**src/rtl/cfg_stream_pkg.sv**
```systemverilog
package cfg_stream_pkg;

    typedef enum logic [3:0] {
        ST_POR,
        ST_HOLD,
        ST_STANDBY,
        ST_SEND,
        ST_CASCADE,
        ST_WINDOW,
        ST_IDLE,
        ST_ERROR
    } cfg_state_e;

endpackage

```
**src/rtl/cfg_clk_gen.sv**
```systemverilog
// Serial clock generator for the master role: one period every DIV cycles.
module cfg_clk_gen #(
    parameter int DIV = 8,
    localparam int PW = (DIV > 2) ? $clog2(DIV) : 1
) (
    input  logic clk,
    input  logic rst_n,
    input  logic run,
    output logic dclk,
    output logic period_end
);

    logic [PW-1:0] ph;

    always_ff @(posedge clk or negedge rst_n) begin
        if (!rst_n) begin
            ph <= '0;
        end else if (!run || ph == PW'(DIV - 1)) begin
            ph <= '0;
        end else begin
            ph <= ph + PW'(1);
        end
    end

    // Rising edge in mid-period: data has been stable since phase 1.
    assign dclk       = run && (ph >= PW'(DIV / 2));
    assign period_end = run && (ph == PW'(DIV - 1));

endmodule

```
**src/rtl/cfg_edge_sync.sv**
```systemverilog
// Synchronises the incoming serial clock and flags its rising edges.
module cfg_edge_sync (
    input  logic clk,
    input  logic rst_n,
    input  logic pin,
    output logic rise
);

    logic [2:0] sh;

    always_ff @(posedge clk or negedge rst_n) begin
        if (!rst_n) begin
            sh <= '0;
        end else begin
            sh <= {sh[1:0], pin};
        end
    end

    assign rise = sh[1] && !sh[2];

endmodule

```
**src/rtl/cfg_bit_counter.sv**
```systemverilog
// Address counter: bit index split into word address and bit offset.
module cfg_bit_counter #(
    parameter int WORD_W     = 8,
    parameter int IMAGE_BITS = 40,
    localparam int CW     = $clog2(IMAGE_BITS + 1),
    localparam int OFFW   = $clog2(WORD_W),
    localparam int NWORDS = (IMAGE_BITS + WORD_W - 1) / WORD_W,
    localparam int AW     = (NWORDS > 1) ? $clog2(NWORDS) : 1
) (
    input  logic            clk,
    input  logic            rst_n,
    input  logic            clear,
    input  logic            step,
    output logic [AW-1:0]   mem_addr,
    output logic [OFFW-1:0] off_q,
    output logic            last
);

    logic [CW-1:0] cnt;

    always_ff @(posedge clk or negedge rst_n) begin
        if (!rst_n) begin
            cnt   <= '0;
            off_q <= '0;
        end else begin
            if (clear) begin
                cnt <= '0;
            end else if (step) begin
                cnt <= cnt + CW'(1);
            end
            // Offset tracks the one-cycle latency of the read port.
            off_q <= cnt[OFFW-1:0];
        end
    end

    assign mem_addr = AW'(cnt >> OFFW);
    assign last     = (cnt == CW'(IMAGE_BITS - 1));

endmodule

```
**src/rtl/cfg_stream_ctrl.sv**
```systemverilog
module cfg_stream_ctrl
    import cfg_stream_pkg::*;
#(
    parameter int WORD_W       = 8,
    parameter int IMAGE_BITS   = 40,
    parameter int DCLK_DIV     = 8,
    parameter int TAIL_BITS    = 24,
    parameter int DONE_WIN     = 16,
    parameter int POR_CYC      = 20,
    parameter int ERR_HOLD     = 6,
    parameter bit IDLE_DRIVE   = 1'b1,
    parameter bit AUTO_RESTART = 1'b1,
    localparam int NWORDS = (IMAGE_BITS + WORD_W - 1) / WORD_W,
    localparam int AW     = (NWORDS > 1) ? $clog2(NWORDS) : 1
) (
    input  logic              clk,
    input  logic              rst_n,
    input  logic              oe_in,
    output logic              oe_pull_low,
    input  logic              ncs_in,
    input  logic              dclk_in,
    output logic              dclk_out,
    output logic              dclk_oe,
    output logic              data_out,
    output logic              data_oe,
    output logic              ncasc_out,
    output logic [AW-1:0]     mem_addr,
    input  logic [WORD_W-1:0] mem_rdata
);

    localparam int OFFW = $clog2(WORD_W);
    localparam int T1   = (POR_CYC > ERR_HOLD) ? POR_CYC : ERR_HOLD;
    localparam int T2   = (TAIL_BITS > DONE_WIN) ? TAIL_BITS : DONE_WIN;
    localparam int TMAX = (T1 > T2) ? T1 : T2;
    localparam int TW   = $clog2(TMAX + 1);

    cfg_state_e      state, nxt;
    logic            is_master;
    logic [TW-1:0]   tmr;
    logic            tick, step, last_bit, clr_cnt, run_clk;
    logic            gen_dclk, period_end, din_rise;
    logic [OFFW-1:0] off_q;

    cfg_clk_gen #(.DIV(DCLK_DIV)) u_clk (
        .clk(clk), .rst_n(rst_n), .run(run_clk),
        .dclk(gen_dclk), .period_end(period_end)
    );

    cfg_edge_sync u_sync (
        .clk(clk), .rst_n(rst_n), .pin(dclk_in), .rise(din_rise)
    );

    cfg_bit_counter #(.WORD_W(WORD_W), .IMAGE_BITS(IMAGE_BITS)) u_cnt (
        .clk(clk), .rst_n(rst_n), .clear(clr_cnt), .step(step),
        .mem_addr(mem_addr), .off_q(off_q), .last(last_bit)
    );

    assign step    = (state == ST_SEND) && (is_master ? period_end : din_rise);
    assign clr_cnt = (state == ST_POR) || (state == ST_HOLD);
    assign run_clk = is_master && (state inside {ST_SEND, ST_CASCADE, ST_WINDOW});
    assign tick    = (state inside {ST_POR, ST_ERROR}) ||
                     ((state inside {ST_CASCADE, ST_WINDOW}) && period_end);

    // Next-state logic
    always_comb begin
        nxt = state;
        unique case (state)
            ST_POR:     if (tmr == TW'(POR_CYC - 1)) nxt = ST_HOLD;
            ST_HOLD:    if (oe_in) nxt = ncs_in ? ST_STANDBY : ST_SEND;
            ST_STANDBY: if (!ncs_in) nxt = ST_SEND;
            ST_SEND: begin
                if (ncs_in)
                    nxt = ST_ERROR;
                else if (step && last_bit)
                    nxt = (is_master && TAIL_BITS == 0) ? ST_WINDOW : ST_CASCADE;
            end
            ST_CASCADE: begin
                if (is_master) begin
                    if (ncs_in)
                        nxt = ST_ERROR;
                    else if (period_end && tmr == TW'(TAIL_BITS - 1))
                        nxt = ST_WINDOW;
                end
            end
            ST_WINDOW: begin
                if (ncs_in)
                    nxt = ST_IDLE;
                else if (period_end && tmr == TW'(DONE_WIN - 1))
                    nxt = ST_ERROR;
            end
            ST_IDLE:    nxt = ST_IDLE;
            ST_ERROR:   if (AUTO_RESTART && tmr == TW'(ERR_HOLD - 1)) nxt = ST_HOLD;
            default:    nxt = ST_HOLD;
        endcase
        // An external low on OE resets every running state.
        if (!oe_in && !(state inside {ST_POR, ST_ERROR, ST_HOLD}))
            nxt = ST_HOLD;
    end

    // State register, phase timer and role
    always_ff @(posedge clk or negedge rst_n) begin
        if (!rst_n) begin
            state     <= ST_POR;
            tmr       <= '0;
            is_master <= 1'b0;
        end else begin
            state <= nxt;
            if (nxt != state)
                tmr <= '0;
            else if (tick && tmr != '1)
                tmr <= tmr + TW'(1);
            if (state == ST_HOLD && oe_in)
                is_master <= !ncs_in;
        end
    end

    // Outputs
    always_comb begin
        oe_pull_low = (state == ST_POR) || (state == ST_ERROR);
        dclk_oe     = is_master && (state inside {ST_SEND, ST_CASCADE, ST_WINDOW, ST_IDLE});
        dclk_out    = gen_dclk;
        data_oe     = (state == ST_SEND) || ((state == ST_IDLE) && IDLE_DRIVE);
        data_out    = (state == ST_IDLE) ? 1'b1 : mem_rdata[off_q];
        ncasc_out   = !(state inside {ST_CASCADE, ST_WINDOW, ST_IDLE});
    end

endmodule

```
**config.mk**
```make
export PLATFORM = sky130hd
export DESIGN_NAME = cfg_stream_ctrl
export DESIGN_NICKNAME = d
export VERILOG_FILES = /design/src/rtl/cfg_stream_pkg.sv /design/src/rtl/cfg_clk_gen.sv /design/src/rtl/cfg_edge_sync.sv /design/src/rtl/cfg_bit_counter.sv /design/src/rtl/cfg_stream_ctrl.sv
export SDC_FILE = /design/constraint.sdc
export NUM_CORES = 1
export LEC_CHECK = 0
export BUFFER_PORTS_ARGS = -buffer_cell sky130_fd_sc_hd__clkbuf_2
export CORE_ASPECT_RATIO = 0.8
export CORE_MARGIN = 2
export CORE_UTILIZATION = 52
export CTS_BUF_LIST = sky130_fd_sc_hd__clkbuf_4
export DETAILED_ROUTE_END_ITERATION = 10
export PLACE_DENSITY = 0.78
export SETUP_SLACK_MARGIN = 0.05
export SLEW_MARGIN = 20
export SYNTH_ARGS = -nofsm -noshare
export SYNTH_HDL_FRONTEND = slang
export SYNTH_SLANG_ARGS = --single-unit
```
**constraint.sdc**
```tcl
create_clock -name clk -period 1.9 [get_ports clk]
set_input_delay 0.095 -clock clk [delete_from_list [all_inputs] [get_ports clk]]
set_output_delay 0.095 -clock clk [all_outputs]
set_load 0.05 [all_outputs]
```
# Word-level counts from Yosys, hierarchy flattened
# Cells that the tools add are included.
# totals
ff_bits	25
latch_bits	0
mem_bits_rw	0
rom_bits	0
input_bits	13
out_inout_bits	9
elab_cells	83
mem_count	0
# op_classes
n_addsub	3
mul	0
div_mod_pow	0
n_lt_le_gt_ge	2
eq_ne	15
shifts	0
muxes	23
bitwise	0
reduce_logical	33
# op_table
cell	n
$mux 4	12
$pmux 4 s8	1
$eq 4x3->1 const B	4
$logic_and 1x1->1	13
$mux 6	2
$eq 5x5->1 const B	2
$mux 5	2
$reduce_bool 3->1	3
$eq 4x2->1 const B	2
$reduce_bool 2->1	4
$add 6x1->6 const B	1
$eq 6x6->1 const B	1
$logic_not 1->1	6
$add 5x1->5 const B	1
$eq 5x3->1 const B	1
$eq 5x4->1 const B	1
$logic_or 1x1->1	5
$ne 5x5->1 const B	1
$eq 4x1->1 const B	1
$logic_not 4->1	1
$lt 3x4->1 const B	1
$mux 1	4
$ne 4x4->1	1
$reduce_bool 4->1	1
other kinds (5)	5

# Depth between registers and ports, before layout
# logic_depth
depth_word	13
ltp_mapped	8
mapped_depth_nobuf	8

# By module
# A second synthesis with hierarchy kept.
# unflattened
cells_unflattened	160
area_unflattened_um2	1596.5
# modules_own_cells
module	instances	cells_each	area_each_um2	seq_area_each_um2
cfg_stream_ctrl	1	112	979.7	250.2
cfg_bit_counter	1	34	384.1	225.2
cfg_clk_gen	1	10	143.9	75.1
cfg_edge_sync	1	4	88.8	75.1

# Least setup slack after synthesis
# No wires, ideal clock.
# synth_path
path_type	reg2reg
from	reg tmr[0]
to	reg tmr[3]
setup_time_ns	0.101
t_arrival_ns	1.916
required_time_ns	1.799
path_slack_ns	-0.117
path_stages_with_launch	8
n_path_buf	0
period_less_slack_ns	2.017
cell_sequence	dfrtp_1 ha_1 and3_1 ha_1 nor4_4 nand4_1 xor2_1 nor4_1
# synth_via
elab_chain_len	9
word_cells_on_any_way	22
classes_between	add/sub: 1; eq/ne: 6; mux: 11; reduce/logical: 4
# synth_lines
element	line	rtl
start, declared	cfg_stream_ctrl.sv:39	logic [TW-1:0] tmr;
start signal, assigned	cfg_stream_ctrl.sv:111	tmr <= tmr + TW'(1);
$eq 5x5->1	cfg_stream_ctrl.sv:81	else if (period_end && tmr == TW'(TAIL_BITS - 1))
$logic_and 1x1->1	cfg_stream_ctrl.sv:81	
$mux 4	cfg_stream_ctrl.sv:81	
$mux 4	cfg_stream_ctrl.sv:79	if (ncs_in)
$mux 4	cfg_stream_ctrl.sv:78	if (is_master) begin
$pmux 4 s8	cfg_stream_ctrl.sv:67	unique case (state)
$mux 4	cfg_stream_ctrl.sv:96	if (!oe_in && !(state inside {ST_POR, ST_ERROR, ST_HOLD}))
$ne 4x4->1	cfg_stream_ctrl.sv:108	if (nxt != state)
$mux 5 / $reduce_bool 2->1 (equally long branches)	n/a	
# Several ways; a longest one is shown, not always the timed one. The select of a mux whose other input is x is not followed.
# A chain may end at the register's enable or synchronous reset.

# Worst setup path after layout
# layout_path
from	reg u_clk.ph[0]
to	reg tmr[4]
# layout_via
elab_chain_len	11
word_cells_on_any_way	22
classes_between	eq/ne: 2; mux: 11; reduce/logical: 9
# layout_lines
element	line	rtl
start, declared	cfg_clk_gen.sv:13	logic [PW-1:0] ph;
start signal, assigned	cfg_clk_gen.sv:21	ph <= ph + PW'(1);
$eq 3x3->1 *	cfg_clk_gen.sv:27	assign period_end = run && (ph == PW'(DIV - 1));
$logic_and 1x1->1 *	cfg_clk_gen.sv:27	
$mux 1	cfg_stream_ctrl.sv:58	assign step = (state == ST_SEND) && (is_master ? period_end : din_rise);
$logic_and 1x1->1	cfg_stream_ctrl.sv:58	
$logic_and 1x1->1	cfg_stream_ctrl.sv:74	else if (step && last_bit)
$mux 4	cfg_stream_ctrl.sv:74	
$mux 4	cfg_stream_ctrl.sv:72	if (ncs_in)
$pmux 4 s8	cfg_stream_ctrl.sv:67	
$mux 4	cfg_stream_ctrl.sv:96	
$ne 4x4->1	cfg_stream_ctrl.sv:108	
$mux 5 / $reduce_bool 2->1 (equally long branches)	n/a	
# Mark *: on every way between the ends. The rest lies on a longest branch, timed or not.

==> reports/summary.txt <==
Clock skew - 0.009439 ns
Sw Ratio - 35.00%
Max-Cap Viols - 0
Half-perimeter wire length after placement - 3.036 mm
Clock power frac - 19.2%
Post-Place Cells - 235
Total GRT Usage - 27.77%
Most used flip-flop cell after synthesis - dfrtp_1
Synth top area share - 39.37%
Utilization after layout - 78.42%
Synth top area cells - dfrtp_1 (39%), ha_1 (5.5%), nor2_1 (3.8%), mux4_2 (2.8%), xnor2_1 (2.8%)
# setup viols final - 7
Largest net degree at the start of global routing - 26
Mapped Cells - 157
Net Count, Synth - 177
Fin crit period - 2.189 ns
Initial DRC count - 143
Die area - 3517 um2
Number of flops mapped to enable cells by yosys - 0
Combinational group share of total power - 35.3%
R2r endpoint - tmr[4]
Peak VDD IR - 502.0 uV
Commonest cells post-synth - dfrtp_1 (25), nor2_1 (16), nand2_1 (11)
Synth Warn # - 0
PortBufs - 21
Worst setup EP type - register
Post-Route Setup TNS - -1.340 ns
TritonCTS Sinks - 25
Initial Utilization - 56.17%
Initial antenna violation count - 0
Final hold violations - 0
First-pass GRT wire length - 7.038 mm
Final nets - 231
DRT Wirelength - 4.531 mm
RePlAce Congestion - 0.8632
Number of synthesized register bits - 25
Area after DPL - 1927 um2
Via-to-Cell Ratio - 6.137
Vias in the first global route - 1448
Crit path to - tmr[4]
Power Dens Cells - 583.6 nW/um2
Synthesis-to-layout area growth - 39.61%
Hold_ws - 0.1150 ns
Worst reg-to-reg setup slack - -0.29 ns
Antenna Cells - 0
Asr flop ratio synth - 100.0%
Largest family of logic cells by synthesized area - simple AND/OR/NAND/NOR gates
Worst Path Class, Setup - reg2reg
DRC viols - 0
CTS tree - done
GRT overflow - 0
Count of cell types in the netlist - 55
Multiplexer share of the synthesized area - 4.803%
Critical path arrival - 2.42 ns
Internal power - 0.8416 mW
Synth Area in XOR/XNOR - 5.512%
Slew headroom - 59.57%
Crit path max fanout - 6
Period utilisation layout - 115.2%
Compound-Gate Fraction of Synth Area - 14.96%
Yosys top cell by area - dfrtp_1
Worst Setup SP - u_clk.ph[0]
Reg2reg path depth - 9
Syn_area_per_cell - 10.12 um2
Post-Syn Area - 1589 um2
Worst R2R Start - u_clk.ph[0]
Worst slew pin tran - 0.6064 ns
Worst hold path class - in2reg
Worst Slack Setup Final - -0.2888 ns
Clock buffer depth - 2
Crit start category - register
Mean routed wirelength per cell - 18.27 um
Die width - 65.81 um
H-tree lvl count - 1
Flop pwr share - 45.5%
Hold Path Depth - 2
Cell Rows - 17
Worst-path clk slew - 0.15 ns
TritonCTS buffer count - 3
P_sw - 0.4531 mW
Post-route ant nets - 0
Most common cell in the netlist - dfrtp_1
Layout cells sized above 1 - 47.62%
Max Slew Vio Count - 0
Core area - 2829 um2
Final std cells w/o fill - 248
Number of fill cells - 169
Die Ht - 53.45 um
Status - complete, but fails checks
Boundary pin count - 22
Vias - 1522
Pre-antenna DRT Iters - 4
RSZ-0062 raised after global routing - yes
Sequential area share after synthesis - 39.37%
Clock root buffer - clkbuf_4
Adder-cell area share of the yosys netlist - 5.512%
Max Freq - 456.9 MHz
Leak pwr - 0.9338 nW
Design Area, Final - 2218 um2
Clk_lat worst skew - 0.33 ns
Worst endpoint required time - 2.13 ns
Synth Area in Simple Gates - 24.17%
Failing checks - negative setup slack
==> sequential cells by signal, indices dropped and copies added, names as in the netlist <==
name / cells
is_master: 1
state: 4
tmr: 5
u_clk.ph: 3
u_cnt.cnt: 6
u_cnt.off_q: 3
u_sync.sh: 3
==> routing by layer <==
metal	GRT usage, %	share of wire (%)	vias up
li1	-	-	683
met4	11.46	3.2	0
met5	0	0	-
met2	47.31	49	71
met1	34.42	41	747
met3	5.957	6.8	21
==> power groups by stage <==
| stage | combinational (mW) | clock (mW) | sequential, mW |
|---|---|---|---|
| 2_1_floorplan | 0.219 | 0 | 0.586 |
| 3_3_place_gp | 0.338 | 0 | 0.592 |
| 3_5_place_dp | 0.354 | 0 | 0.596 |
| 4_1_cts | 0.401 | 0.248 | 0.586 |
| 5_1_grt | 0.484 | 0.278 | 0.593 |
| 6_report | 0.457 | 0.248 | 0.590 |
==> worst min-delay path by stage <==
stage,start,to,slack [ns]
2_1_floorplan,rst_n,is_master,-0.20
3_3_place_gp,rst_n,u_cnt.cnt[1],0.12
3_5_place_dp,rst_n,u_cnt.cnt[1],0.13
4_1_cts,ncs_in,is_master,0.12
5_1_grt,oe_in,is_master,0.1
6_report,ncs_in,is_master,0.12
==> cell type report <==
class | instances | area [um2] | share of cell area (%)
timing repair buffer | 58 | 424.2 | 19.12
clock buffer | 3 | 22.52 | 1.015
clock inverter | 1 | 7.507 | 0.3384
multi-input combinational | 116 | 1059 | 47.72
inverter | 7 | 30.03 | 1.354
tap | 38 | 47.55 | 2.143
sequential | 25 | 628.1 | 28.31
==> cell usage in the layout (no fill, tap or decap), drive strengths merged, types with 3 or more instances in the layout <==
cell,instances
nand4,3
nor4,5
and2,3
xor2,5
ha,7
a31oi,5
inv,6
clkbuf,21
nand3b,3
nand2,12
buf,38
nor2,17
a21oi,3
xnor2,5
nand3,3
dfrtp,25
nor3,4
==> cell families after synthesis <==
kind of cell             Yosys count
AND/OR/NAND/NOR                   65
other                              1
AO/OA/AOI/OAI                     28
XOR/XNOR                          10
buffers and inverters             16
multiplexers                       5
adder cells (fa/ha/maj)            7
flip-flops                        25
==> worst max-delay path, cell delays in order (launching register included) <==
cell and delay (ns):
dfrtp_1 0.39, ha_2 0.19, ha_4 0.13, and3b_2 0.27, o22ai_4 0.09, nor4_4 0.31
buf_6 0.18, nor2_4 0.03, a211o_1 0.27, nor3_2 0.25
==> stage by stage <==
stage | setup WS, ns | power, mW
2_1_floorplan | -0.008992 | 0.8046
3_3_place_gp | -0.1419 | 0.9304
3_5_place_dp | -0.2214 | 0.9500
4_1_cts | -0.1725 | 1.236
5_1_grt | -0.3630 | 1.355
6_report | -0.2888 | 1.295
==> timing repair <==
item                                    4_1_cts  5_1_grt
buffers inserted                              3        4
pin swaps                                    17        6
endpoints found under the setup margin        8        9
hold buffers                                  2        0
endpoints found under the hold margin        26        0
resized for setup                            21       23
cloned                                        0        0
(Power assumes the default switching activity.)
